==> src/rtl/ibh_pkg.sv <==
package ibh_pkg;
    localparam int unsigned ADDR_W = 7;
    localparam int unsigned BYTE_W = 8;
    localparam logic [1:0]  MODE_I2C = 2'b10;

    typedef struct packed {
        logic first_due;
        logic selected;
        logic hit;
        logic dir;
    } recog_state_t;

    function automatic logic is_i2c_mode(input logic [1:0] m);
        return m == MODE_I2C;
    endfunction

    function automatic logic addr_matches(input logic [BYTE_W-1:0] b,
                                          input logic [ADDR_W-1:0] own);
        return (b[BYTE_W-1:1] == own) || (b == '0);
    endfunction
endpackage

==> src/rtl/ibh_addr_recog.sv <==
module ibh_addr_recog
    import ibh_pkg::*;
(
    input  logic              clk,
    input  logic              rst,
    input  logic              en,
    input  logic              addr_mode_en,
    input  logic [ADDR_W-1:0] own_addr,
    input  logic              start_seen,
    input  logic              byte_done,
    input  logic [BYTE_W-1:0] rx_byte,
    output logic              pend_clr,
    output logic              addr_hit,
    output logic              dir_bit
);
    recog_state_t st, st_nxt;
    logic         match;

    assign match = addr_matches(rx_byte, own_addr);

    always_comb begin
        st_nxt   = st;
        pend_clr = 1'b0;
        if (!en) begin
            st_nxt = '0;
        end else if (start_seen) begin
            st_nxt.first_due = 1'b1;
            st_nxt.selected  = 1'b0;
            st_nxt.hit       = 1'b0;
        end else if (byte_done) begin
            if (!addr_mode_en) begin
                st_nxt.first_due = 1'b0;
                pend_clr         = 1'b1;
            end else if (st.first_due) begin
                st_nxt.first_due = 1'b0;
                if (match) begin
                    st_nxt.selected = 1'b1;
                    st_nxt.hit      = 1'b1;
                    st_nxt.dir      = rx_byte[0];
                    pend_clr        = 1'b1;
                end
            end else if (st.selected) begin
                pend_clr = 1'b1;
            end
        end
    end

    always_ff @(posedge clk) begin
        if (rst) st <= '0;
        else     st <= st_nxt;
    end

    assign addr_hit = st.hit;
    assign dir_bit  = st.dir;
endmodule

==> src/rtl/ibh_pend_flag.sv <==
module ibh_pend_flag (
    input  logic clk,
    input  logic rst,
    input  logic en,
    input  logic clr,
    input  logic set,
    output logic pend,
    output logic pend_nxt,
    output logic rise,
    output logic irq
);
    always_comb begin
        if (!en)      pend_nxt = 1'b1;
        else if (clr) pend_nxt = 1'b0;
        else if (set) pend_nxt = 1'b1;
        else          pend_nxt = pend;
    end

    assign rise = en & ~pend & pend_nxt;

    always_ff @(posedge clk) begin
        if (rst) begin
            pend <= 1'b1;
            irq  <= 1'b0;
        end else begin
            pend <= pend_nxt;
            irq  <= en & pend & ~pend_nxt;
        end
    end
endmodule

==> src/rtl/ibh_release_timer.sv <==
module ibh_release_timer #(
    parameter int unsigned LOW_CYC = 8
) (
    input  logic clk,
    input  logic rst,
    input  logic load,
    input  logic abort,
    output logic busy
);
    localparam int unsigned CW = (LOW_CYC < 1) ? 1 : $clog2(LOW_CYC + 1);

    generate
        if (LOW_CYC == 0) begin : g_none
            assign busy = 1'b0;
        end else begin : g_cnt
            logic [CW-1:0] cnt;
            always_ff @(posedge clk) begin
                if (rst || abort)   cnt <= '0;
                else if (load)      cnt <= CW'(LOW_CYC);
                else if (cnt != '0) cnt <= cnt - 1'b1;
            end
            assign busy = (cnt != '0);
        end
    endgenerate
endmodule

==> src/rtl/i2c_byte_hold.sv <==
module i2c_byte_hold
    import ibh_pkg::*;
#(
    parameter int unsigned SCL_LOW_CYC = 8
) (
    input  logic              clk,
    input  logic              rst,
    input  logic [1:0]        mode_sel,
    input  logic              addr_mode_en,
    input  logic [ADDR_W-1:0] own_addr,
    input  logic              start_seen,
    input  logic              byte_done,
    input  logic [BYTE_W-1:0] rx_byte,
    input  logic              buf_wr,
    input  logic              buf_rd,
    input  logic              ctl_wr,
    input  logic              ctl_pend_bit,
    output logic              pend,
    output logic              scl_hold,
    output logic              irq,
    output logic              addr_hit,
    output logic              dir_bit
);
    logic en, pend_clr, pend_set, pend_nxt, pend_rise, busy;

    assign en       = is_i2c_mode(mode_sel);
    assign pend_set = buf_wr | buf_rd | (ctl_wr & ctl_pend_bit);

    ibh_addr_recog u_recog (
        .clk(clk), .rst(rst), .en(en), .addr_mode_en(addr_mode_en),
        .own_addr(own_addr), .start_seen(start_seen), .byte_done(byte_done),
        .rx_byte(rx_byte), .pend_clr(pend_clr), .addr_hit(addr_hit),
        .dir_bit(dir_bit)
    );

    ibh_pend_flag u_flag (
        .clk(clk), .rst(rst), .en(en), .clr(pend_clr), .set(pend_set),
        .pend(pend), .pend_nxt(pend_nxt), .rise(pend_rise), .irq(irq)
    );

    ibh_release_timer #(.LOW_CYC(SCL_LOW_CYC)) u_timer (
        .clk(clk), .rst(rst), .load(pend_rise),
        .abort(~en | ~pend_nxt), .busy(busy)
    );

    assign scl_hold = ~pend | busy;
endmodule

==> config.mk <==
export PLATFORM = sky130hd
export DESIGN_NAME = i2c_byte_hold
export DESIGN_NICKNAME = d
export VERILOG_FILES = /design/src/rtl/ibh_pkg.sv /design/src/rtl/ibh_addr_recog.sv /design/src/rtl/ibh_pend_flag.sv /design/src/rtl/ibh_release_timer.sv /design/src/rtl/i2c_byte_hold.sv
export SDC_FILE = /design/constraint.sdc
export NUM_CORES = 1
export LEC_CHECK = 0
export ABC_CLOCK_PERIOD_IN_PS = 2700
export BUFFER_PORTS_ARGS = -buffer_cell sky130_fd_sc_hd__buf_2
export CAP_MARGIN = 30
export CORE_MARGIN = 5
export CORE_UTILIZATION = 25
export CTS_CLUSTER_DIAMETER = 30
export DETAILED_ROUTE_END_ITERATION = 7
export GPL_ROUTABILITY_DRIVEN = 0
export GPL_TIMING_DRIVEN = 0
export SYNTH_ARGS = -nofsm -noshare
export SYNTH_HDL_FRONTEND = slang
export SYNTH_HIERARCHICAL = 1
export SYNTH_SLANG_ARGS = --single-unit
==> constraint.sdc <==
create_clock -name clk -period 2.7 [get_ports clk]
set_clock_uncertainty 0.1 [all_clocks]
set_input_delay 0.27 -clock clk [delete_from_list [all_inputs] [get_ports clk]]
set_output_delay 0.27 -clock clk [all_outputs]
set_load 0.02 [all_outputs]
; Word level (Yosys, flattened, before mapping)
; Cells that the tools add are included.
[totals]
ff_bits = 9
inputBits = 26
out_inout_bits = 5
elab_cells = 52
[classes]
n_addsub = 1
eq_ne = 2
mux = 18
n_bitwise = 13
reduce_logical = 11
[ops]
columns = operator, count
row1 = $mux W3, 4
row2 = $mux W4, 3
row3 = $mux W1, 11
row4 = $logic_not A8 Y1, 1
row5 = $eq A7 B7 Y1, 1
row6 = $and A1 B1 Y1, 5
row7 = $reduce_and A5 Y1, 1
row8 = $not A1 Y1, 4
row9 = $or A1 B1 Y1, 4
row10 = $reduce_and A4 Y1, 1
row11 = $reduce_bool A2 Y1, 2
row12 = $reduce_bool A4 Y1, 1
row13 = $reduce_or A2 Y1, 2
row14 = $sub A4 B1 Y4 const B, 1
row15 = $reduce_or A3 Y1, 1
row16 = $eq A2 B2 Y1 const B, 1
row17 = $logic_or A1 B1 Y1, 2

; Logic depth before layout (Yosys ltp)
[depth]
ltp_word = 14
ltp_mapped = 9
ltp_nobuf = 9

; By module
; The synthesis kept the hierarchy.
[modules_own_cells]
columns = module, instances, cells_per_inst, area_per_inst_um2
row1 = ibh_addr_recog, 1, 33, 295.3
row2 = ibh_release_timer, 1, 22, 205.2
row3 = ibh_pend_flag, 1, 8, 87.6
row4 = i2c_byte_hold, 1, 4, 28.8

; Least setup slack after synthesis
; No wires, ideal clock.
[synth_path]
kind = input-to-reg
startpoint = input port rx_byte[4]
endpoint = register u_timer.g_cnt.cnt[1]
t_arrival_ps = 1940
required_time_ps = 2521
setup_slack_ps = 580
cell_stages = 7
path_buffers = 0
path_cell_list = or4_4 nor2_4 a31oi_1 a31oi_1 and4bb_1 or3_1 a211oi_2
[synth_via]
elab_cells_between_ends = 16
classes_between = 1 x eq/ne / 8 x mux / 3 x bitwise / 4 x reduce/logical
[synth_rtl]
columns = item, line
row1 = "start, declared", i2c_byte_hold.sv:13  ; input logic [BYTE_W-1:0] rx_byte,
row2 = $eq A7 B7 Y1 / $logic_not A8 Y1 (equally long branches), ibh_pkg.sv:19  ; return (b[BYTE_W-1:1] == own) || (b == '0);
row3 = $logic_or A1 B1 Y1 (*), ibh_pkg.sv:19
row4 = $mux W1 (*), ibh_addr_recog.sv:36  ; if (match) begin
row5 = $mux W1 (*), ibh_addr_recog.sv:34  ; end else if (st.first_due) begin
row6 = $mux W1 (*), ibh_addr_recog.sv:31  ; if (!addr_mode_en) begin
row7 = $mux W1 (*), ibh_addr_recog.sv:30  ; end else if (byte_done) begin
row8 = $mux W1 (*), ibh_addr_recog.sv:26  ; end else if (start_seen) begin
row9 = $mux W1 (*), ibh_addr_recog.sv:24  ; if (!en) begin
row10 = net pend_clr, i2c_byte_hold.sv:24  ; logic en, pend_clr, pend_set, pend_nxt, pend_rise, busy;
row11 = $mux W1 (*), ibh_pend_flag.sv:14  ; else if (clr) pend_nxt = 1'b0;
row12 = $mux W1 (*), ibh_pend_flag.sv:13  ; if (!en) pend_nxt = 1'b1;
row13 = $and A1 B1 Y1 (*), ibh_pend_flag.sv:19  ; assign rise = en & ~pend & pend_nxt;
row14 = net pend_rise, i2c_byte_hold.sv:24
row15 = $reduce_or A2 Y1 (no line) (*), -
row16 = "end signal, assigned", ibh_release_timer.sv:19  ; else if (load) cnt <= CW'(LOW_CYC);
row17 = "end signal, assigned", ibh_release_timer.sv:20  ; else if (cnt != '0) cnt <= cnt - 1'b1;
row18 = "end, declared", ibh_release_timer.sv:16  ; logic [CW-1:0] cnt;
; The timed path passes the listed nets; every way through them passes the cells marked *.
; A chain may end at the register's enable or synchronous reset.

; Final worst setup path
[layout_path]
startpoint = input port rx_byte[4]
endpoint = register u_timer.g_cnt.cnt[2]
; The elaborated chain is that of the path after synthesis.

==> reports/qor.log <==
INFO  status         outcome=complete, no violations
INFO  clock_network  cts-root-to-sink-buffers=2
INFO  pwr            worst_voltage_drop_across_the_vdd_grid=0.1129mV
INFO  synthesis      yosysUniqueCellTypes=32
INFO  timing         timing_worst_slew_pin_value=362.8ps
INFO  detailed_routing detail_route.first_pass.iterations=3
INFO  clock_network  cts_inserted_buffers=3
INFO  finish         final_layout_size_suffix_gt1_share=40.59%
INFO  clock_network  clk_pin_slew_worst_paths=60ps
INFO  synthesis      post_synth_main_area_contributors=sky130_fd_sc_hd__dfxtp_1 29%, sky130_fd_sc_hd__xor2_1 8.5%, sky130_fd_sc_hd__nor2_1 4.3%, sky130_fd_sc_hd__xnor2_1 4.3%, sky130_fd_sc_hd__ha_1 4.1%
INFO  pwr            total_leakage_power=0.3799nW
INFO  timing         worst_hold_slack=171.3ps
INFO  die            core.rowCount=18
INFO  timing         setup_repair_after_global_routing_missed_its_margin=no
INFO  pwr            pwr_density_cell=345.6nW/um2
INFO  clock_network  cts_setup_buffers=0
INFO  synthesis      synth.cell_area=616.8um2
INFO  worst_setup_path timing_worst_setup_path_type=in -> reg
INFO  die            effective_utilization_at_floorplan=25.60%
INFO  finish         diode_count=0
INFO  synthesis      synth_top_cell_area_share=29.21%
INFO  timing         fmax=467.0MHz
INFO  detailed_routing detail_route.drc_violations=0
INFO  global_route   grt_max_degree=7
INFO  global_route   grt_usage=8.628%
INFO  timing         setup_total_negative_slack=0ps
INFO  clock_network  clock_sink_count=9
INFO  clock_network  clock_latency=250ps
INFO  detailed_routing drt_iter0_markers=2
INFO  timing         timing.final.crit_share=79.31%
INFO  place          place.port_buffers=30
INFO  timing         min_period=2142ps
INFO  worst_setup_path cp-start-kind=primary input
INFO  job            maxCapViolCount=0
INFO  die            design.portCount=31
INFO  global_route   grt.overflow.total=0
INFO  die            core_region_area=2410um2
INFO  worst_setup_path crit_fanout=3
INFO  detailed_routing routed_wire_length_per_instance=11.06um
INFO  global_route   grt_antenna_before_repair=0
INFO  clock_network  tritoncts=yes
INFO  finish         fillerInstances=255
INFO  clock_network  cts-hold-fix-buffers=0
INFO  finish         final_nets=130
INFO  detailed_routing routed_wire_length=1.449mm
INFO  synthesis      post_synth.cell_area_avg=9.207um2
INFO  timing         maxSlewViolCount=0
INFO  timing         relSlewSlack=75.76%
INFO  die            die_h=59.67um
INFO  clock_network  ctsResizeCount=0
INFO  clock_network  cts_h_tree_lvls=1
INFO  place          dp.final_hpwl=1.269mm
INFO  die            die_footprint=3561um2
INFO  detailed_routing via_count=601
INFO  synthesis      synth_cells=67
INFO  timing         finalHoldViolCount=0
INFO  synthesis      register_bit_count_reported_by_yosys=9
INFO  synthesis      yosysWarnings=6
INFO  global_route   number_of_global_route_vias_before_repair=643
INFO  min_path       hold_class=in -> reg
INFO  global_route   grt_pass1_wl=2.380mm
INFO  worst_setup_path critical_path_required=2770ps
INFO  worst_setup_path worstSetupEndpointType=register
INFO  detailed_routing antenna_violating_nets_post_route=0
INFO  clock_network  cts_root_buf=sky130_fd_sc_hd__clkbuf_4
INFO  synthesis      post_synthesis_sequential_area_ratio=29.21%
INFO  synthesis      yosys.area.top_type=sky130_fd_sc_hd__dfxtp_1
INFO  finish         area_delta_synth_final=34.69%
INFO  timing         setup_viol_count_final=0
INFO  worst_setup_path timing.critical_path.arrival=2210ps
INFO  detailed_routing vias_per_cell=4.588
INFO  synthesis      postSynthNetCount=95
INFO  die            die_w=59.67um
cell families after synthesis:
family	share of synthesized area (%)
XOR/XNOR	12.78
adder cells (fa/ha/maj)	4.056
AND/OR/NAND/NOR	37.12
buffers and inverters	2.636
AO/OA/AOI/OAI	12.58
flip-flops	29.21
multiplexers	1.623
critical path: stages:
cell	delay, ps
sky130_fd_sc_hd__buf_2	110
sky130_fd_sc_hd__or4_4	540
sky130_fd_sc_hd__nor2_4	130
sky130_fd_sc_hd__a31oi_1	50
sky130_fd_sc_hd__a31oi_1	240
sky130_fd_sc_hd__and4bb_1	270
sky130_fd_sc_hd__or3_1	390
sky130_fd_sc_hd__nor3b_1	210
registers in the layout, indices dropped and copies added, names as in the netlist:
signal / cells
u_flag/irq: 1
u_flag/pend: 1
u_recog/addr_hit: 1
u_recog/dir_bit: 1
u_recog/st: 1
u_timer/g_cnt.cnt: 4
per-layer routing:
| layer | GRT usage, % | up-vias | wire, um |
|---|---|---|---|
| met5 | 0 | - | 0 |
| met4 | 5.696 | 0 | 27 |
| met3 | 1.296 | 2 | 153 |
| met2 | 15.74 | 26 | 704 |
| met1 | 8.961 | 268 | 564 |
| li1 | - | 305 | - |
placed cells by master (no fill, tap or decap), types with 2 or more instances in the layout:
master / count
sky130_fd_sc_hd__nand2b_1: 3
sky130_fd_sc_hd__clkbuf_4: 3
sky130_fd_sc_hd__nor3_1: 2
sky130_fd_sc_hd__inv_1: 3
sky130_fd_sc_hd__xnor2_1: 3
sky130_fd_sc_hd__or4_4: 2
sky130_fd_sc_hd__nor2_1: 7
sky130_fd_sc_hd__a31oi_1: 2
sky130_fd_sc_hd__nand2_1: 5
sky130_fd_sc_hd__a21oi_1: 2
sky130_fd_sc_hd__xor2_1: 6
sky130_fd_sc_hd__dfxtp_1: 9
sky130_fd_sc_hd__ha_1: 2
sky130_fd_sc_hd__buf_2: 30
sky130_fd_sc_hd__nor2b_1: 2
cell usage after synthesis, drive strengths merged:
cell type and count:
and4bb 1, nor3 2, and3 1, nor4 1, or3 1, a2111oi 1, nand3b 1, clkbuf 1
nand2b 3, nor2 8, or4 2, nor3b 1, inv 3, a21oi 2, ha 2, a31oi 2
and2 1, o21bai 1, nor2b 3, a211o 1, a32oi 1, and4b 1, or3b 1, a211oi 1
nand2 5, xnor2 3, mux2i 1, nand4b 1, xor2 6, dfxtp 9
report_power, final:
| group | internal (W) | switching, W |
|---|---|---|
| logic | 0.0000259 | 0.0000253 |
| registers | 0.000133 | 0.000000529 |
| clock network | 0.0000569 | 0.0000453 |
| total | 0.000216 | 0.0000711 |
metrics by stage:
step / setup slack [ps] / std cells / utilization, % / total power (W) / area, um2
finish: 558.5 / 131 / 34.48 / 0.0002871 / 830.8
global route: 479.2 / 131 / 34.48 / 0.0003017 / 830.8
CTS: 560.4 / 131 / 34.48 / 0.0002921 / 830.8
detailed placement: 290.1 / 127 / 33.39 / 0.0001886 / 804.5
global placement: 319.4 / 127 / 33.39 / 0.0001865 / 804.5
floorplan: 580.2 / 67 / - / 0.0001610 / 616.8
cell type report:
| cell class | instances | area, um2 | share of cell area, % |
|---|---|---|---|
| multi-input combinational | 54 | 420.4 | 50.60 |
| clock buffer | 4 | 26.28 | 3.163 |
| timing repair buffer | 30 | 150.1 | 18.07 |
| inverter | 3 | 11.26 | 1.355 |
| tap | 30 | 37.54 | 4.518 |
| buffer | 1 | 5.005 | 0.6024 |
| sequential | 9 | 180.2 | 21.69 |
final timing paths:
check | start | endpoint | slack, ps | cells past startpoint
max reg2reg | u_recog/st[3] | u_timer/g_cnt.cnt[2] | 820 | 7
min reg2reg | u_recog/dir_bit | u_recog/dir_bit | 360 | 2
max | rx_byte[4] | u_timer/g_cnt.cnt[2] | 560 | 8
min | rx_byte[0] | u_recog/dir_bit | 170 | 3
Power figures use the tool's default switching activity.
